==> src/rtl/hsw_pkg.sv <==
package hsw_pkg;
   localparam int unsigned REG_W    = 8;
   localparam int unsigned BIT_INS  = 7;
   localparam int unsigned BIT_EXT  = 6;
   localparam int unsigned BIT_PI_H = 5;
   localparam int unsigned BIT_PI_L = 4;
   localparam int unsigned BIT_LED  = 3;
   localparam int unsigned BIT_HIDE = 2;
   localparam int unsigned BIT_MASK = 1;
   localparam logic [1:0]  PI_CODE  = 2'b01;

   typedef struct packed {
      logic       ins;
      logic       ext;
      logic [1:0] pi;
      logic       led_on;
      logic       hide_arm;
      logic       enum_mask;
      logic       rsv;
   } hsw_reg_t;
endpackage

==> src/rtl/hsw_sync.sv <==
module hsw_sync #(
   parameter int unsigned STAGES  = 2,
   parameter bit          RST_VAL = 1'b1
) (
   input  logic clk,
   input  logic rst_n,
   input  logic d_async,
   output logic q_sync
);
   if (STAGES < 2) begin : g_bad_stages
      $error("hsw_sync: STAGES must be at least 2");
   end

   logic [STAGES-1:0] chain_q;

   always_ff @(posedge clk or negedge rst_n) begin
      if (!rst_n) chain_q[0] <= RST_VAL;
      else        chain_q[0] <= d_async;
   end

   for (genvar s = 1; s < STAGES; s++) begin : g_stage
      always_ff @(posedge clk or negedge rst_n) begin
         if (!rst_n) chain_q[s] <= RST_VAL;
         else        chain_q[s] <= chain_q[s-1];
      end
   end

   assign q_sync = chain_q[STAGES-1];
endmodule

==> src/rtl/hsw_ctl.sv <==
module hsw_ctl #(
   parameter int unsigned REG_W = hsw_pkg::REG_W
) (
   input  logic             clk,
   input  logic             rst_n,
   input  logic             wr_en,
   input  logic [REG_W-1:0] wr_data,
   output logic             led_on,
   output logic             hide_arm,
   output logic             enum_mask
);
   import hsw_pkg::*;

   always_ff @(posedge clk or negedge rst_n) begin
      if (!rst_n) begin
         led_on    <= 1'b0;
         hide_arm  <= 1'b0;
         enum_mask <= 1'b0;
      end else if (wr_en) begin
         led_on    <= wr_data[BIT_LED];
         hide_arm  <= wr_data[BIT_HIDE];
         enum_mask <= wr_data[BIT_MASK];
      end
   end
endmodule

==> src/rtl/hsw_seq.sv <==
module hsw_seq (
   input  logic clk,
   input  logic rst_n,
   input  logic bus_rst_n,
   input  logic handle_open,
   input  logic clr_ins,
   input  logic clr_ext,
   input  logic led_on,
   input  logic hide_arm,
   output logic ins,
   output logic ext
);
   typedef enum logic [1:0] {
      PH_WAIT_CLOSE = 2'd0,
      PH_FRESH      = 2'd1,
      PH_ARMED      = 2'd2
   } phase_t;

   phase_t phase_q;
   logic   ext_q;
   logic   ext_go;

   assign ext_go = (phase_q == PH_ARMED) && !ext_q && handle_open
                   && (!led_on || !hide_arm);

   always_ff @(posedge clk or negedge rst_n) begin
      if (!rst_n) begin
         phase_q <= PH_WAIT_CLOSE;
         ext_q   <= 1'b0;
      end else if (!bus_rst_n) begin
         phase_q <= PH_WAIT_CLOSE;
         ext_q   <= 1'b0;
      end else begin
         case (phase_q)
            PH_WAIT_CLOSE: if (!handle_open) phase_q <= PH_FRESH;
            PH_FRESH:      if (clr_ins)      phase_q <= PH_ARMED;
            default:       phase_q <= PH_ARMED;
         endcase
         if (ext_go)              ext_q <= 1'b1;
         else if (ext_q && clr_ext) ext_q <= 1'b0;
      end
   end

   assign ins = (phase_q == PH_FRESH);
   assign ext = ext_q;
endmodule

==> src/rtl/hsw_status_reg.sv <==
module hsw_status_reg #(
   parameter int unsigned SYNC_STAGES = 2,
   parameter bit          HANDLE_RST  = 1'b1,
   parameter int unsigned REG_W       = hsw_pkg::REG_W
) (
   input  logic             clk,
   input  logic             rst_n,
   input  logic             bus_rst_n,
   input  logic             handle_raw,
   input  logic             wr_en,
   input  logic [REG_W-1:0] wr_data,
   output logic [REG_W-1:0] rd_data,
   output logic             enum_n,
   output logic             led
);
   import hsw_pkg::*;

   if (REG_W != $bits(hsw_reg_t)) begin : g_bad_width
      $error("hsw_status_reg: REG_W must match the register layout");
   end

   logic     handle_s;
   logic     ins, ext;
   logic     led_on, hide_arm, enum_mask;
   logic     clr_ins, clr_ext;
   hsw_reg_t view;

   hsw_sync #(.STAGES(SYNC_STAGES), .RST_VAL(HANDLE_RST)) i_sync (
      .clk     (clk),
      .rst_n   (rst_n),
      .d_async (handle_raw),
      .q_sync  (handle_s)
   );

   hsw_ctl #(.REG_W(REG_W)) i_ctl (
      .clk       (clk),
      .rst_n     (rst_n),
      .wr_en     (wr_en),
      .wr_data   (wr_data),
      .led_on    (led_on),
      .hide_arm  (hide_arm),
      .enum_mask (enum_mask)
   );

   assign clr_ins = wr_en && wr_data[BIT_INS];
   assign clr_ext = wr_en && wr_data[BIT_EXT];

   hsw_seq i_seq (
      .clk         (clk),
      .rst_n       (rst_n),
      .bus_rst_n   (bus_rst_n),
      .handle_open (handle_s),
      .clr_ins     (clr_ins),
      .clr_ext     (clr_ext),
      .led_on      (led_on),
      .hide_arm    (hide_arm),
      .ins         (ins),
      .ext         (ext)
   );

   always_comb begin
      view           = '0;
      view.ins       = ins;
      view.ext       = ext;
      view.pi        = PI_CODE;
      view.led_on    = led_on;
      view.hide_arm  = hide_arm;
      view.enum_mask = enum_mask;
      view.rsv       = 1'b0;
   end

   assign rd_data = view;
   assign enum_n  = !((ins || ext) && !enum_mask);
   assign led     = led_on;
endmodule

==> config.mk <==
export PLATFORM = sky130hd
export DESIGN_NAME = hsw_status_reg
export DESIGN_NICKNAME = d
export VERILOG_FILES = /design/src/rtl/hsw_pkg.sv /design/src/rtl/hsw_sync.sv /design/src/rtl/hsw_ctl.sv /design/src/rtl/hsw_seq.sv /design/src/rtl/hsw_status_reg.sv
export SDC_FILE = /design/constraint.sdc
export NUM_CORES = 1
export LEC_CHECK = 0
export ABC_AREA = 1
export BUFFER_PORTS_ARGS = -buffer_cell sky130_fd_sc_hd__buf_4
export CORE_AREA = 2 2 39 41
export CTS_CLUSTER_SIZE = 14
export DETAILED_ROUTE_END_ITERATION = 16
export DIE_AREA = 0 0 41 43
export REMOVE_ABC_BUFFERS = 1
export SYNTH_ARGS = -nofsm -noshare
export SYNTH_HDL_FRONTEND = slang
export SYNTH_HIERARCHICAL = 1
export SYNTH_SLANG_ARGS = --single-unit
==> constraint.sdc <==
create_clock -name clk -period 2 [get_ports clk]
set_input_delay 0.1 -clock clk [delete_from_list [all_inputs] [get_ports clk]]
set_output_delay 0.1 -clock clk [all_outputs]
set_load 0.02 [all_outputs]
Word-level counts from Yosys, hierarchy flattened. Index checks and enable logic that the tools add are counted. Widths: inputs -> output; s select.

Register bits: 8. Word-level logic and storage cells: 35. Input port bits: 13.

Mux-type cells: 7. Equal/unequal tests: 5. Reduce and logical (&&, ||, !) cells: 16.

Operator list (count): $logic_and 1x1->1 (7); $mux 2 (3); $logic_not 1->1 (5); $pmux 2 s2 (1); $mux 1 (3); $ne 3x1->1 const B (1); $ne 3x2->1 const B (1); $ne 3x3->1 const B (1); $eq 2x1->1 const B (1); $eq 2x2->1 const B (1); $logic_not 2->1 (1); $logic_or 1x1->1 (2); $reduce_and 2->1 (1).

Logic depth before layout (Yosys ltp). Gate-level depths: netlist of the first run.

Depth in word-level cells: 6. Gate-level depth with buffers: 5. Depth with buffers taken out: 5.

Hierarchy. The synthesis of the first run kept the hierarchy.

By module, submodules not included: hsw_seq (sequential area each 75.1 um2, area an instance 150.1 um2, times used 1, cells an instance 19); hsw_ctl (sequential area each 75.1 um2, area an instance 112.6 um2, times used 1, cells an instance 13); hsw_status_reg (sequential area each 0.0 um2, area an instance 95.1 um2, times used 1, cells an instance 16); hsw_sync (sequential area each 52.6 um2, area an instance 52.6 um2, times used 1, cells an instance 2).

Worst setup path before layout of the first run. No wires, ideal clock.

Path type: flip-flop to flip-flop. Start: reg i_sync.chain_q[1] (netlist: i_sync/q_sync). End: reg i_seq.ext_q (netlist: i_seq/ext). Path buffers: 0. Setup slack: 1.171 ns. Required time: 1.927 ns. Cell stages (with the launch flop): 5. Arrival: 0.756 ns. Path through: dfstp_2 > nand2_1 > inv_1 > nand3_2 > a21oi_2.

Longest elaborated chain between the ends: 4. Elaborated cells between the ends (all ways): 5. Classes of those cells: eq/ne (1); mux (2); reduce/logical (2).

Ends and longest elaborated chain: start: declaration (line hsw_sync.sv:14) `logic [STAGES-1:0] chain_q;`; start signal: indexed assignment (line hsw_sync.sv:24) `else chain_q[s] <= chain_q[s-1];`; $logic_and 1x1->1 (*) (line hsw_seq.sv:23) `assign ext_go = (phase_q == PH_ARMED) && !ext_q && handle_open`; $logic_and 1x1->1 (*) (line hsw_seq.sv:24) `&& (!led_on || !hide_arm);`; $mux 1 (line hsw_seq.sv:39) `if (ext_go) ext_q <= 1'b1;`; $mux 1 (line hsw_seq.sv:30) `end else if (!bus_rst_n) begin`; end signal: assignment (line hsw_seq.sv:32) `ext_q <= 1'b0;`; end signal: assignment (line hsw_seq.sv:39); end signal: assignment (line hsw_seq.sv:40) `else if (ext_q && clr_ext) ext_q <= 1'b0;`; end: declaration (line hsw_seq.sv:20) `logic ext_q;`.

Mark *: on every way between the ends. The rest lies on a longest branch, timed or not. A chain may end at the register's enable or synchronous reset.

Final worst setup path of the first run.
Start: reg i_seq.phase_q[0]. End: out enum_n.

Longest elaborated chain between the ends: 4.

Ends and longest elaborated chain: start: declaration (line hsw_seq.sv:19) `phase_t phase_q;`; start signal: assignment (line hsw_seq.sv:28) `phase_q <= PH_WAIT_CLOSE;`; start signal: assignment (line hsw_seq.sv:31) `phase_q <= PH_WAIT_CLOSE;`; start signal: assignment (line hsw_seq.sv:35) `PH_WAIT_CLOSE: if (!handle_open) phase_q <= PH_FRESH;`; $eq 2x1->1 (line hsw_seq.sv:44) `assign ins = (phase_q == PH_FRESH);`; $logic_or 1x1->1 (line hsw_status_reg.sv:73) `assign enum_n = !((ins || ext) && !enum_mask);`; $logic_and 1x1->1 (line hsw_status_reg.sv:73); $logic_not 1->1 (line hsw_status_reg.sv:73); end: declaration (line hsw_status_reg.sv:13) `output logic enum_n,`.

No other way between the ends.

==> results of run 1 <==
==> synthesized netlist by cell type, drive strengths merged <==
library cell	instances
dfrtp	6
buf	8
nor2	4
nand3	1
inv	8
o21ai	1
nand2	15
conb	2
and3	1
a21oi	2
dfstp	2
==> worst min path at each step <==
stage | startpoint | end | slack [ns] | depth (start not counted)
finish | wr_data[1] | i_ctl/enum_mask$_DFFE_PN0P_ | 0.04 | 3
detailed placement | rst_n | i_seq/phase_q[0]$_DFFE_PN0P_ | -0.08 | 1
CTS | wr_data[1] | i_ctl/enum_mask$_DFFE_PN0P_ | 0.03 | 3
global placement | rst_n | i_ctl/hide_arm$_DFFE_PN0P_ | -0.08 | 1
global route | wr_data[1] | i_ctl/enum_mask$_DFFE_PN0P_ | 0.05 | 3
floorplan | rst_n | i_ctl/enum_mask$_DFFE_PN0P_ | -0.20 | 0
==> worst min-delay path: cells and delay by family <==
kind                   cells  cell delay [ns]
AND/OR/NAND/NOR            2             0.09
buffers and inverters      1             0.07
==> routing by layer <==
metal	global-route usage [%]	routed length (microns)	vias to the layer above
met5	0	0	-
met4	2.00	0	0
met3	6.28	64	0
met2	14.4	325	13
met1	11.2	268	136
li1	-	-	168
==> area by class of cell <==
cell class / instances / area share (%)
Clock buffer: 4 / 4.86
Inverter: 8 / 5.56
Multi-Input combinational cell: 27 / 22.5
Sequential cell: 8 / 37.5
Tap cell: 16 / 3.70
Timing Repair Buffer: 18 / 25.9
==> repair_timing <==
action | 4_1_cts | 5_1_grt
buffers inserted | 0 | 0
endpoints found under the hold margin | 9 | 0
setup endpoints to repair | 0 | 0
hold buffers | 2 | 0
==> power breakdown <==
part           total (W)  internal [W]  switching, W
clock           0.000133     0.0000763     0.0000565
sequential      0.000183      0.000174    0.00000873
combinational  0.0000806     0.0000372     0.0000434
total           0.000397      0.000288      0.000109
==> logic make-up (layout without fill, tap and decap cells) <==
logic type,after synthesis,in the layout
other,2,3
AOI/OAI and AO/OA,3,3
DFF,8,8
and+or+nand+nor,21,21
buffers and inverters,16,30
==> cell usage in the layout (no fill, tap or decap) <==
master | Yosys | final
sky130_fd_sc_hd__o21ai_2 | 1 | 1
sky130_fd_sc_hd__dfrtp_1 | 6 | 6
sky130_fd_sc_hd__a21oi_2 | 1 | 1
sky130_fd_sc_hd__dlygate4sd3_1 | 0 | 2
sky130_fd_sc_hd__inv_1 | 7 | 7
sky130_fd_sc_hd__a21oi_1 | 1 | 1
sky130_fd_sc_hd__clkbuf_4 | 0 | 3
sky130_fd_sc_hd__nand3_2 | 1 | 1
sky130_fd_sc_hd__and3_1 | 1 | 1
sky130_fd_sc_hd__clkbuf_1 | 0 | 1
sky130_fd_sc_hd__conb_1 | 2 | 3
sky130_fd_sc_hd__nor2_1 | 4 | 4
sky130_fd_sc_hd__buf_4 | 8 | 16
sky130_fd_sc_hd__nand2_1 | 15 | 15
sky130_fd_sc_hd__inv_2 | 1 | 1
sky130_fd_sc_hd__dfstp_2 | 2 | 2
==> sequential cells by signal (all words and copies together) (netlist names) <==
signal / flops
i_seq/ext: 1
i_ctl/hide_arm: 1
i_sync/chain_q: 1
i_sync/q_sync: 1
i_ctl/led_on: 1
i_ctl/enum_mask: 1
i_seq/phase_q: 2
==> per-stage QoR <==
stage / hold slack [ns] / setup slack [ns] / util, %
5_1_grt: 0.0507 / 0.747 / 39.1
3_3_place_gp: -0.0795 / 1.12 / 35.7
3_5_place_dp: -0.0787 / 1.11 / 35.7
6_report: 0.0356 / 0.835 / 39.1
4_1_cts: 0.0294 / 0.823 / 39.1
2_1_floorplan: -0.196 / 0.986 / -
==> results.md, run 1 <==
- The flow ran to the end, and the final reports show no timing, DRC or antenna violations.
- Global routing used approximately a tenth of the available tracks.
- The number of cells after detailed placement is 75.
- In this run the static leakage power is roughly 0.31 nW.
- The area occupied by multi-input gates is approximately 120 sq um.
- The data arrival at the endpoint of the critical path is between 1 and 1.5 ns.
- Routability-driven placement finished with a final weighted congestion of about 0.7.
- STA classifies the critical path endpoint as an output pin.
- Based on the critical path, the design can be clocked at up to between 0.8 and 0.9 GHz.
- The finished cells cover between 500 and 600 sq um.
- The max-slew violation count is 0.
- For this run, the number of Yosys warnings is 6.
- The endpoint identified for the worst register-to-register timing path is i_seq/ext$_DFFE_PN0P_.
- The CTS buffer count is 3.
- The synthesized netlist devotes 0% of its cell area to adder and majority cells.
- The final-layout setup total negative slack is 0 ns.
- The overall overflow remaining after global route is 0.
- After synthesis, the largest area contributor takes up between 30% and 40% of total cell area.
- The number of antenna violations at the first check in global routing is 0.
- The maximum clock skew at final layout is approximately 0.016 ns.
- The first detailed-routing pass ran for 2 iterations.
- The first global-routing pass estimated approximately 1100 microns of wire.
- In this run the deepest clock path goes through 2 buffers.
- The footprint of the flip-flops and latches is roughly 200 sq um.
- The total power is about 0.0004 W.
- Power spread over the standard cell area amounts to 734 nW/um^2.
- Ranked by total cell area, the synthesized netlist is headed by sky130_fd_sc_hd__dfrtp_1, sky130_fd_sc_hd__buf_4, sky130_fd_sc_hd__nand2_1.
- Of the total synthesized cell area, the portion taken by XOR and XNOR cells is 0%.
- The count of vias placed by the detailed router is about 320.
- Of all nets on the critical path, the largest fanout is 4.
- The post-placement cell area is between 400 and 500 sq um.
- Setup repair after global routing left no endpoint under its margin.
- The hold violation count in the final report is 0.
- The number of DRC markers in iteration 0 is 3.
- The number of port buffers is 16.
- The source of the worst register-to-register timing path is i_sync/q_sync$_DFF_PN1_.
- The wire-length estimate of the detail-placed layout is between 500 and 600 microns.
- From bottom edge to top edge, the die measures around 43 microns.
- Walking the worst path, the cells encountered are inv_1, nor2_1, o21ai_2, buf_4.
- After detailed routing, the number of vias per cell comes to about 3.9.
- The wire length after detailed routing is 658 microns.
- The core region is ~1400 sq um.
- Counting the fill cells in the layout gives 150.
- The most critical setup path has its startpoint at i_seq/phase_q[0]$_DFFE_PN0P_.
- The cell at the slowest stage of the critical path is sky130_fd_sc_hd__dfrtp_1.
- Entering global routing, the biggest net connects 9 pins.
- The average cell area after synthesis is approximately 8.2 sq um.
- The path class of the tightest hold or removal check is in -> reg.
- The floorplan step defined a die boundary enclosing 1760 sq um.
- TritonCTS built the clock tree.
- The source-to-sink clock delay at the later pin of the worst-skew pair is between 0.2 and 0.3 ns.
- The critical path runs through a total of 4 cells.
- After detailed routing, the average wire length per cell comes to 8.12 microns.
- After Yosys synthesis, and, or, nand and nor cells account for a little over a fifth of the synthesized area.
- For this run, design rule violations remaining after detail routing come to 0.
- The number of buffers and inverters on the critical path is 2.
- After synthesis, the largest family of logic cells by area is buffers and inverters.
- Across the VDD grid, the largest voltage drop is approximately 460 uV.
- Synthesis produced a netlist whose cell count is 50.
- In this run the core area contains 14 standard-cell rows.
- The antenna cell count is 0.
- The number of cells upsized or downsized after cts is 0.
- The number of clock sinks is 8.
- The dominant cell type by area after synthesis is sky130_fd_sc_hd__dfrtp_1.
- The kind of start point of the critical path is a register.
- In this design, the stage delay of the slowest critical-path cell is 0.39 ns.
- In this run, synthesis produced a sequential element count of 8.
- The number of global-route vias before repair is 299.
- Excluding fillers, the count of instances in the completed layout stands at approximately 80.
- The register area share after synthesis is 49.4%.
- Counting I/O delays and the setup requirement, the final critical path takes ~1.2 ns.
- The required time of the worst setup path is around 1.9 ns.
- The fraction of final layout cells sized beyond drive strength 1 is about two fifths.
- The number of H-tree levels is 1.
- The setup violation total in the final timing report is 0.
- The I/O pin total is 23.
- The total number of nets in the final design is 79.
- The end of the critical path is enum_n.
- Max-cap violations in this run came to 0.
- After synthesis, the netlist uses 13 different library cells.
- Of the available clock period, the critical path in the final layout requires approximately 58%.
- In this run the register-to-register setup slack is approximately 1.2 ns.
- Summing the areas of all compound-gate instances in the mapped netlist gives 5.49% of the synthesized area.
- The portion of synthesized area spent on multiplexers is 0%.
- From synthesis to final layout, the design area changed by 31.7%.
- The netlist area before placement is 410 sq um.
- For the worst flop-to-flop path, the logic depth is 4.
- The remaining antenna violation count is 0.
- The clock transition at the registers of the reported paths is roughly 0.060 ns.
- For this configuration, the core starts out at a cell density of 29.7%.
- The cell type group with the largest total delay on the critical path is flip-flops.
- The master cell of the clock root buffer is sky130_fd_sc_hd__clkbuf_4.
- The width of the chip is around 40 microns.
- The class of the most critical setup path is reg -> out.
Power figures use the tool's default switching activity.
==> run 2, diff against run 1 <==
clock period = 1.1 ns   (was 2 ns; I/O delays follow)
==> run 2 against run 1 <==
Net effect: non-clock buffer count rose by 3; critical path type unchanged; total power is 86% higher; clock-buffer cell count stayed put; combinational power increased by 100%.
==> results.md, run 2 (same netlist as run 1, synthesis figures left out) <==
- The run finished with clean final reports.
- The number of cells on the worst reg-to-reg path is 4 (unchanged).
- The master cell of the clock root buffer is sky130_fd_sc_hd__clkbuf_4.
- The setup violation total in the final timing report is 0 (unchanged).
- The average wire per cell in the routed design is 7.95 microns (-2.1%).
- The number of DRC markers in iteration 0 is 3 (unchanged).
- The number of global-route vias before repair was 315 (+5.4%).
- The number of antenna violations at the first check in global routing came to 0 (unchanged).
- The die footprint is 1760 sq um (unchanged).
- The tightest min-delay check is of the in -> reg type.
- The number of H-tree levels is 1 (unchanged).
- The data arrival at the endpoint of the critical path is 0.99 ns (-0.08 ns).
- The met3 global-route usage was 6.28% (unchanged).
- The critical-path maximum fanout was 2 (-2).
- The met2 capacity usage during global routing is 14.7% (+0.31 points).
- The max-slew violation count was 0 (unchanged).
- The met1 track utilization from global routing came to 11.8% (+0.66 points).
- The required time of the worst setup path is 1.04 ns (-0.86 ns).
- The register ranked first by flip-flop count is i_seq/phase_q.
- The CTS buffer count came to 3 (unchanged).
- The commonest non-fill, non-tap cell in the layout is sky130_fd_sc_hd__buf_4.
- The largest stage delay on the critical path is 0.39 ns (about the same).
- Setup repair after global routing could not meet its margin everywhere.
- The placeable core area is 1380 sq um (unchanged).
- The combinational group share of total power is 22.2% (+1.9 points).
- By startpoint and endpoint, the worst setup path is classified as reg -> out.
- The maximum resistive drop on vdd is 811 uV (+78%).
- The placed wire-length estimate after detailed placement was 504 microns (unchanged).
- The source-to-sink clock delay at the later pin of the worst-skew pair is 0.26 ns (about the same).
- The worst setup path is launched from a register.
- The total of max-cap violations is 0 (unchanged).
- Relative to the synthesized area, the layout overhead comes to 39.3%.
- The wire length after detailed routing is 668 microns (+1.5%).
- The switching power was 0.000202 W (+86%).
- The total power came to 0.000737 W (+86%).
- The total number of nets in the final design came to 82 (+3.8%).
- The clock transition at the registers of the reported paths is 0.06 ns (about the same).
- The final hold slack is 0.00940 ns (-0.0262 ns).
- The leakage power is 0.323 nW (+5.1%).
- The final critical delay including setup and external delays is between 1 and 1.5 ns.
- The worst-case clock buffer depth was 2 (unchanged).
- In the layout the commonest cells are sky130_fd_sc_hd__buf_4, sky130_fd_sc_hd__nand2_1, sky130_fd_sc_hd__inv_1, sky130_fd_sc_hd__dfrtp_1.
- The antenna cell count is 0 (unchanged).
- The routability-driven placement congestion ratio was 0.703 (unchanged).
- The power share of the clock group is 32.8% (-0.7 points).
- The remaining antenna violation count was 0 (unchanged).
- The average vias per placed instance is 3.92 (about the same).
- After global routing, the most crowded layer is met2.
- The width of the chip was 41 microns (unchanged).
- Walking the worst path, the cells encountered are inv_2, nor2_2, o21ai_2, buf_6.
- The filler cell count in the final layout was 146 (-2.7%).
- The cell at the slowest stage of the critical path is sky130_fd_sc_hd__dfrtp_1.
- The hold violation count in the final report is 0 (unchanged).
- The maximum number of pins on one net before global-route repair came to 9 (unchanged).
- The final period utilization is a little over nine tenths.
- The switching power share of the total is 27.4% (about the same).
- The power density of the placed cells is 1290 nW/um^2 (+76%).
- The fraction of final layout cells sized beyond drive strength 1 came to 42.6% (+4.2 points).
- The clock tree from TritonCTS is built.
- The number of iterations in the first detailed-routing pass is 4 (+2).
- The hold-critical path depth is 3 (unchanged).
- The number of clock sinks was 8 (unchanged).
- The overall overflow remaining after global route is 0 (unchanged).
- Derived from the worst setup path, the maximum achievable clock frequency is between 0.9 and 1 GHz.
- The global-route wire length before repair is 1170 microns (+3.7%).
- The starting density of the core is 29.7% (unchanged).
- The number of flip-flops under the largest register name is 2 (unchanged).
- The final non-filler cell total was 84 (+3.7%).
- The floorplan row count was 14 (unchanged).
- The number of cells after detailed placement is 75 (unchanged).
- The number of port buffers came to 16 (unchanged).
- The part of the power in registers came to 45.0% (-1.2 points).
- The die outline height is 43 microns (unchanged).
- The aggregate global-route resource usage is 9.91% (+0.30 points).
- The remaining design rule violation count is 0 (unchanged).
- The maximum clock skew at final layout is 0.0163 ns (+0.000104 ns).
- The I/O pin total is 23 (unchanged).
- The count of vias placed by the detailed router came to 329 (+3.8%).
- The internal power came to 0.000535 W (+86%).
- STA classifies the critical path endpoint as an output pin.
==> run 2: final timing paths <==
path	startpoint	endpoint	slack, ns
min in group asynchronous	rst_n	i_seq/phase_q[0]$_DFFE_PN0P_	0.14
setup reg to reg	i_seq/phase_q[1]$_DFFE_PN0P_	i_seq/phase_q[0]$_DFFE_PN0P_	0.17
hold / removal	wr_data[2]	i_ctl/hide_arm$_DFFE_PN0P_	0.009
hold reg to reg	i_sync/chain_q[0]$_DFF_PN1_	i_sync/q_sync$_DFF_PN1_	0.36
max in group asynchronous	rst_n	i_sync/chain_q[0]$_DFF_PN1_	0.73
setup / recovery	i_seq/phase_q[0]$_DFFE_PN0P_	enum_n	0.06
==> run 2: stage by stage <==
step	worst slack [ns]	setup TNS [ns]	cell area [sq um]	utilization [%]
4_1_cts	0.0342	0	568	41.0
6_report	0.0591	0	572	41.3
3_5_place_dp	0.242	0	494	35.7
3_3_place_gp	0.249	0	494	35.7
5_1_grt	-0.00827	-0.00827	572	41.3
2_1_floorplan	0.131	0	354	-
==> run 2: area by class of cell <==
cell class | count | area (sq um) | share of cell area, %
Clock buffer | 4 | 26.3 | 4.60
Inverter | 8 | 30.0 | 5.25
Multi-Input combinational cell | 27 | 124 | 21.7
Sequential cell | 8 | 203 | 35.4
Tap cell | 16 | 20.0 | 3.50
Timing Repair Buffer | 21 | 169 | 29.5
==> run 2: power by group through the flow <==
stage	Combinational (W)	Sequential, W	Clock [W]
final	0.000164	0.000331	0.000242
after detailed placement	0.000143	0.000338	0
after floorplan	0.0000553	0.000353	0
after CTS	0.000163	0.000331	0.000256
after global routing	0.000183	0.000335	0.000272
after global placement	0.000142	0.000338	0
==> run 2: metal layers <==
layer | up-vias | wire length (microns)
met3 | 0 | 70
met2 | 13 | 326
met4 | 0 | 0
met5 | - | 0
li1 | 174 | -
met1 | 142 | 272
==> run 2: timing repair <==
action | 4_1_cts | 5_1_grt
hold endpoints to repair | 10 | 0
cloned | 0 | 0
hold buffers | 3 | 0
gates resized for setup | 1 | 2
endpoints found under the setup margin | 1 | 1
buffers inserted | 2 | 0
==> run 2: worst max-delay path: cells and delay by family (launching register included) <==
kind | cells | cell delay (ns)
buffers and inverters | 2 | 0.19
AO/OA/AOI/OAI | 1 | 0.11
AND/OR/NAND/NOR | 1 | 0.03
flip-flops | 1 | 0.39
==> run 3, diff against run 2 <==
CTS_CLUSTER_DIAMETER = 80   (was unset)
clock period = 0.94 ns   (was 1.1 ns; I/O delays follow)
==> run 3 against run 2 <==
Net effect: the run now ends with negative setup slack left; non-clock buffer count is 2 higher; clock power increased by 21%; critical path type unchanged; wire length grew 13%; sequential power is 18% higher; total power is 23% higher; design area increased by 9.0%; die area is the same; critical path depth stayed put.
==> results.md, run 3 (same netlist as run 1, synthesis figures left out) <==
- Leaving out fill and tap cells, the most frequent cells in the layout are sky130_fd_sc_hd__buf_4, sky130_fd_sc_hd__nand2_1, sky130_fd_sc_hd__inv_1, sky130_fd_sc_hd__dfrtp_1, sky130_fd_sc_hd__dlygate4sd3_1.
- The number of flip-flops under the largest register name is 2 (unchanged).
- The total number of nets in the final design is 84 (+2.4%).
- The average vias per placed instance is 4.02 (+2.7%).
- The total power is 0.000910 W (+23%).
- The number of cells after detailed placement came to 75 (unchanged).
- The maximum clock skew at final layout is 0.0182 ns (+0.00190 ns).
- The commonest non-fill, non-tap cell in the layout is sky130_fd_sc_hd__buf_4.
- The hold violation count in the final report was 0 (unchanged).
- The critical path in this run is classified as reg -> out.
- The placed wire-length estimate after detailed placement is 504 microns (unchanged).
- Setup repair after global routing could not meet its margin everywhere.
- The final period utilization is 112%.
- The global-route wire length before repair came to 1190 microns (+2.3%).
- The CTS buffer count is 3 (unchanged).
- The data arrival at the endpoint of the critical path is 1.00 ns (about the same).
- The clock transition at the registers of the reported paths came to 0.07 ns (about the same).
- The number of DRC markers in iteration 0 is 3 (unchanged).
- The die outline height is 43 microns (unchanged).
- The required time of the worst setup path came to 0.89 ns (-0.15 ns).
- The width of the chip is 41 microns (unchanged).
- The leakage power is 0.337 nW (+4.4%).
- The aggregate global-route resource usage is 10.1% (+0.20 points).
- The wire length after detailed routing came to 756 microns (+13%).
- The fraction of final layout cells sized beyond drive strength 1 is 48.6% (+5.9 points).
- The checks that failed: negative setup slack.
- The fmax is between 0.9 and 1 GHz.
- The number of global-route vias before repair is 318 (+0.95%).
- The number of port buffers is 16 (unchanged).
- The worst setup path is launched from a register.
- The cell at the slowest stage of the critical path is sky130_fd_sc_hd__dfrtp_1.
- The post-placement cell area was 494 sq um (unchanged).
- The remaining antenna violation count came to 0 (unchanged).
- The power density of the placed cells is 1460 nW/um^2 (+13%).
- The element type at the critical path end is an output pin.
- The starting density of the core was 29.7% (unchanged).
- The total of max-cap violations came to 0 (unchanged).
- The maximum resistive drop on vdd is 1040 uV (+28%).
- The setup violation total in the final timing report was 4 (+4).
- The die footprint is 1760 sq um (unchanged).
- The source-to-sink clock delay at the later pin of the worst-skew pair is 0.27 ns (about the same).
- The final critical delay including setup and external delays is about 1.0 ns.
- The number of clock sinks is 8 (unchanged).
- The floorplan row count was 14 (unchanged).
- The remaining design rule violation count is 0 (unchanged).
- The count of vias placed by the detailed router came to 346 (+5.2%).
- The number of H-tree levels is 1 (unchanged).
- The placeable core area is 1380 sq um (unchanged).
- The final hold slack is 0.000341 ns (-0.00905 ns).
- The overall overflow remaining after global route came to 0 (unchanged).
- The register ranked first by flip-flop count is i_seq/phase_q.
- The final non-filler cell total is 86 (+2.4%).
- The number of iterations in the first detailed-routing pass is 3 (-1).
- The worst-case clock buffer depth was 2 (unchanged).
- The flow ran to the end, but the final reports show violations.
- Walking the worst path, the cells encountered are inv_2, nor2_2, o21ai_2, buf_6.
- The max-slew violation count is 0 (unchanged).
- The tree is rooted in a sky130_fd_sc_hd__clkbuf_4.
- The critical-path maximum fanout is 2 (unchanged).
- The number of antenna violations at the first check in global routing is 0 (unchanged).
- The largest stage delay on the critical path is 0.40 ns (about the same).
- TritonCTS built the clock tree.
- The antenna cell count is 0 (unchanged).
- The post-route cell area came to 623 sq um (+9.0%).
- The post-synthesis to final-layout area growth is 51.8%.
- The worst setup margin is -0.108 ns (-0.167 ns).
- The type of the tightest min-delay check is in -> reg.
- The average wire per cell in the routed design is 8.79 microns (+11%).
- The routability-driven placement congestion ratio is 0.703 (unchanged).
- The maximum number of pins on one net before global-route repair was 9 (unchanged).
- The I/O pin total is 23 (unchanged).
## run 3: metal layers
metal | GRT usage, % | routed length [microns]
met5 | 0 | 0
met4 | 2.00 | 0
met3 | 6.28 | 69
met2 | 15.3 | 394
met1 | 11.8 | 293
## run 3: per-stage QoR
stage               worst slack, ns  setup TNS [ns]  utilization (%)
floorplan                   -0.0212         -0.0212                -
global placement             0.0888               0             35.7
detailed placement           0.0823               0             35.7
CTS                          -0.115          -0.184             42.0
global route                 -0.168          -0.619             45.0
finish                       -0.108          -0.373             45.0
## run 3: critical path, delay by kind of cell (launching register included)
kind | cells | cell delay, ns
buf+inv | 2 | 0.19
flops | 1 | 0.40
simple gates | 1 | 0.04
compound gates | 1 | 0.11
## run 3: where the power goes
part / leakage [nW] / internal [W] / switching, W
Combinational: 0.224 / 0.000114 / 0.000113
Sequential: 0.0979 / 0.000371 / 0.0000178
Clock: 0.0150 / 0.000163 / 0.000131
## run 3: what timing repair did
action | 4_1_cts | 5_1_grt
endpoints found under the hold margin | 11 | 0
buffers inserted | 2 | 1
endpoints found under the setup margin | 2 | 4
pin swaps | 1 | 1
hold buffers | 4 | 0
gates resized for setup | 2 | 9
## run 3: path summary, 6_finish.rpt
check,start,slack [ns],to,cells after the start
max in group asynchronous,rst_n,0.58,i_sync/chain_q[0]$_DFF_PN1_,2
max reg2reg,i_seq/phase_q[0]$_DFFE_PN0P_,-0.10,i_seq/phase_q[0]$_DFFE_PN0P_,5
min,wr_data[3],0.0003,i_ctl/led_on$_DFFE_PN0P_,3
min reg2reg,i_sync/chain_q[0]$_DFF_PN1_,0.36,i_sync/q_sync$_DFF_PN1_,0
min in group asynchronous,rst_n,0.13,i_seq/phase_q[0]$_DFFE_PN0P_,2
max,i_seq/phase_q[0]$_DFFE_PN0P_,-0.11,enum_n,4
## run 3: cell type report
class / count / area [sq um]
clock buffer: 4 / 26.3
fill: 146 / 761
timing repair buffer: 23 / 194
multi-input combinational: 27 / 150
tap: 16 / 20.0
sequential: 8 / 203
inverter: 8 / 30.0
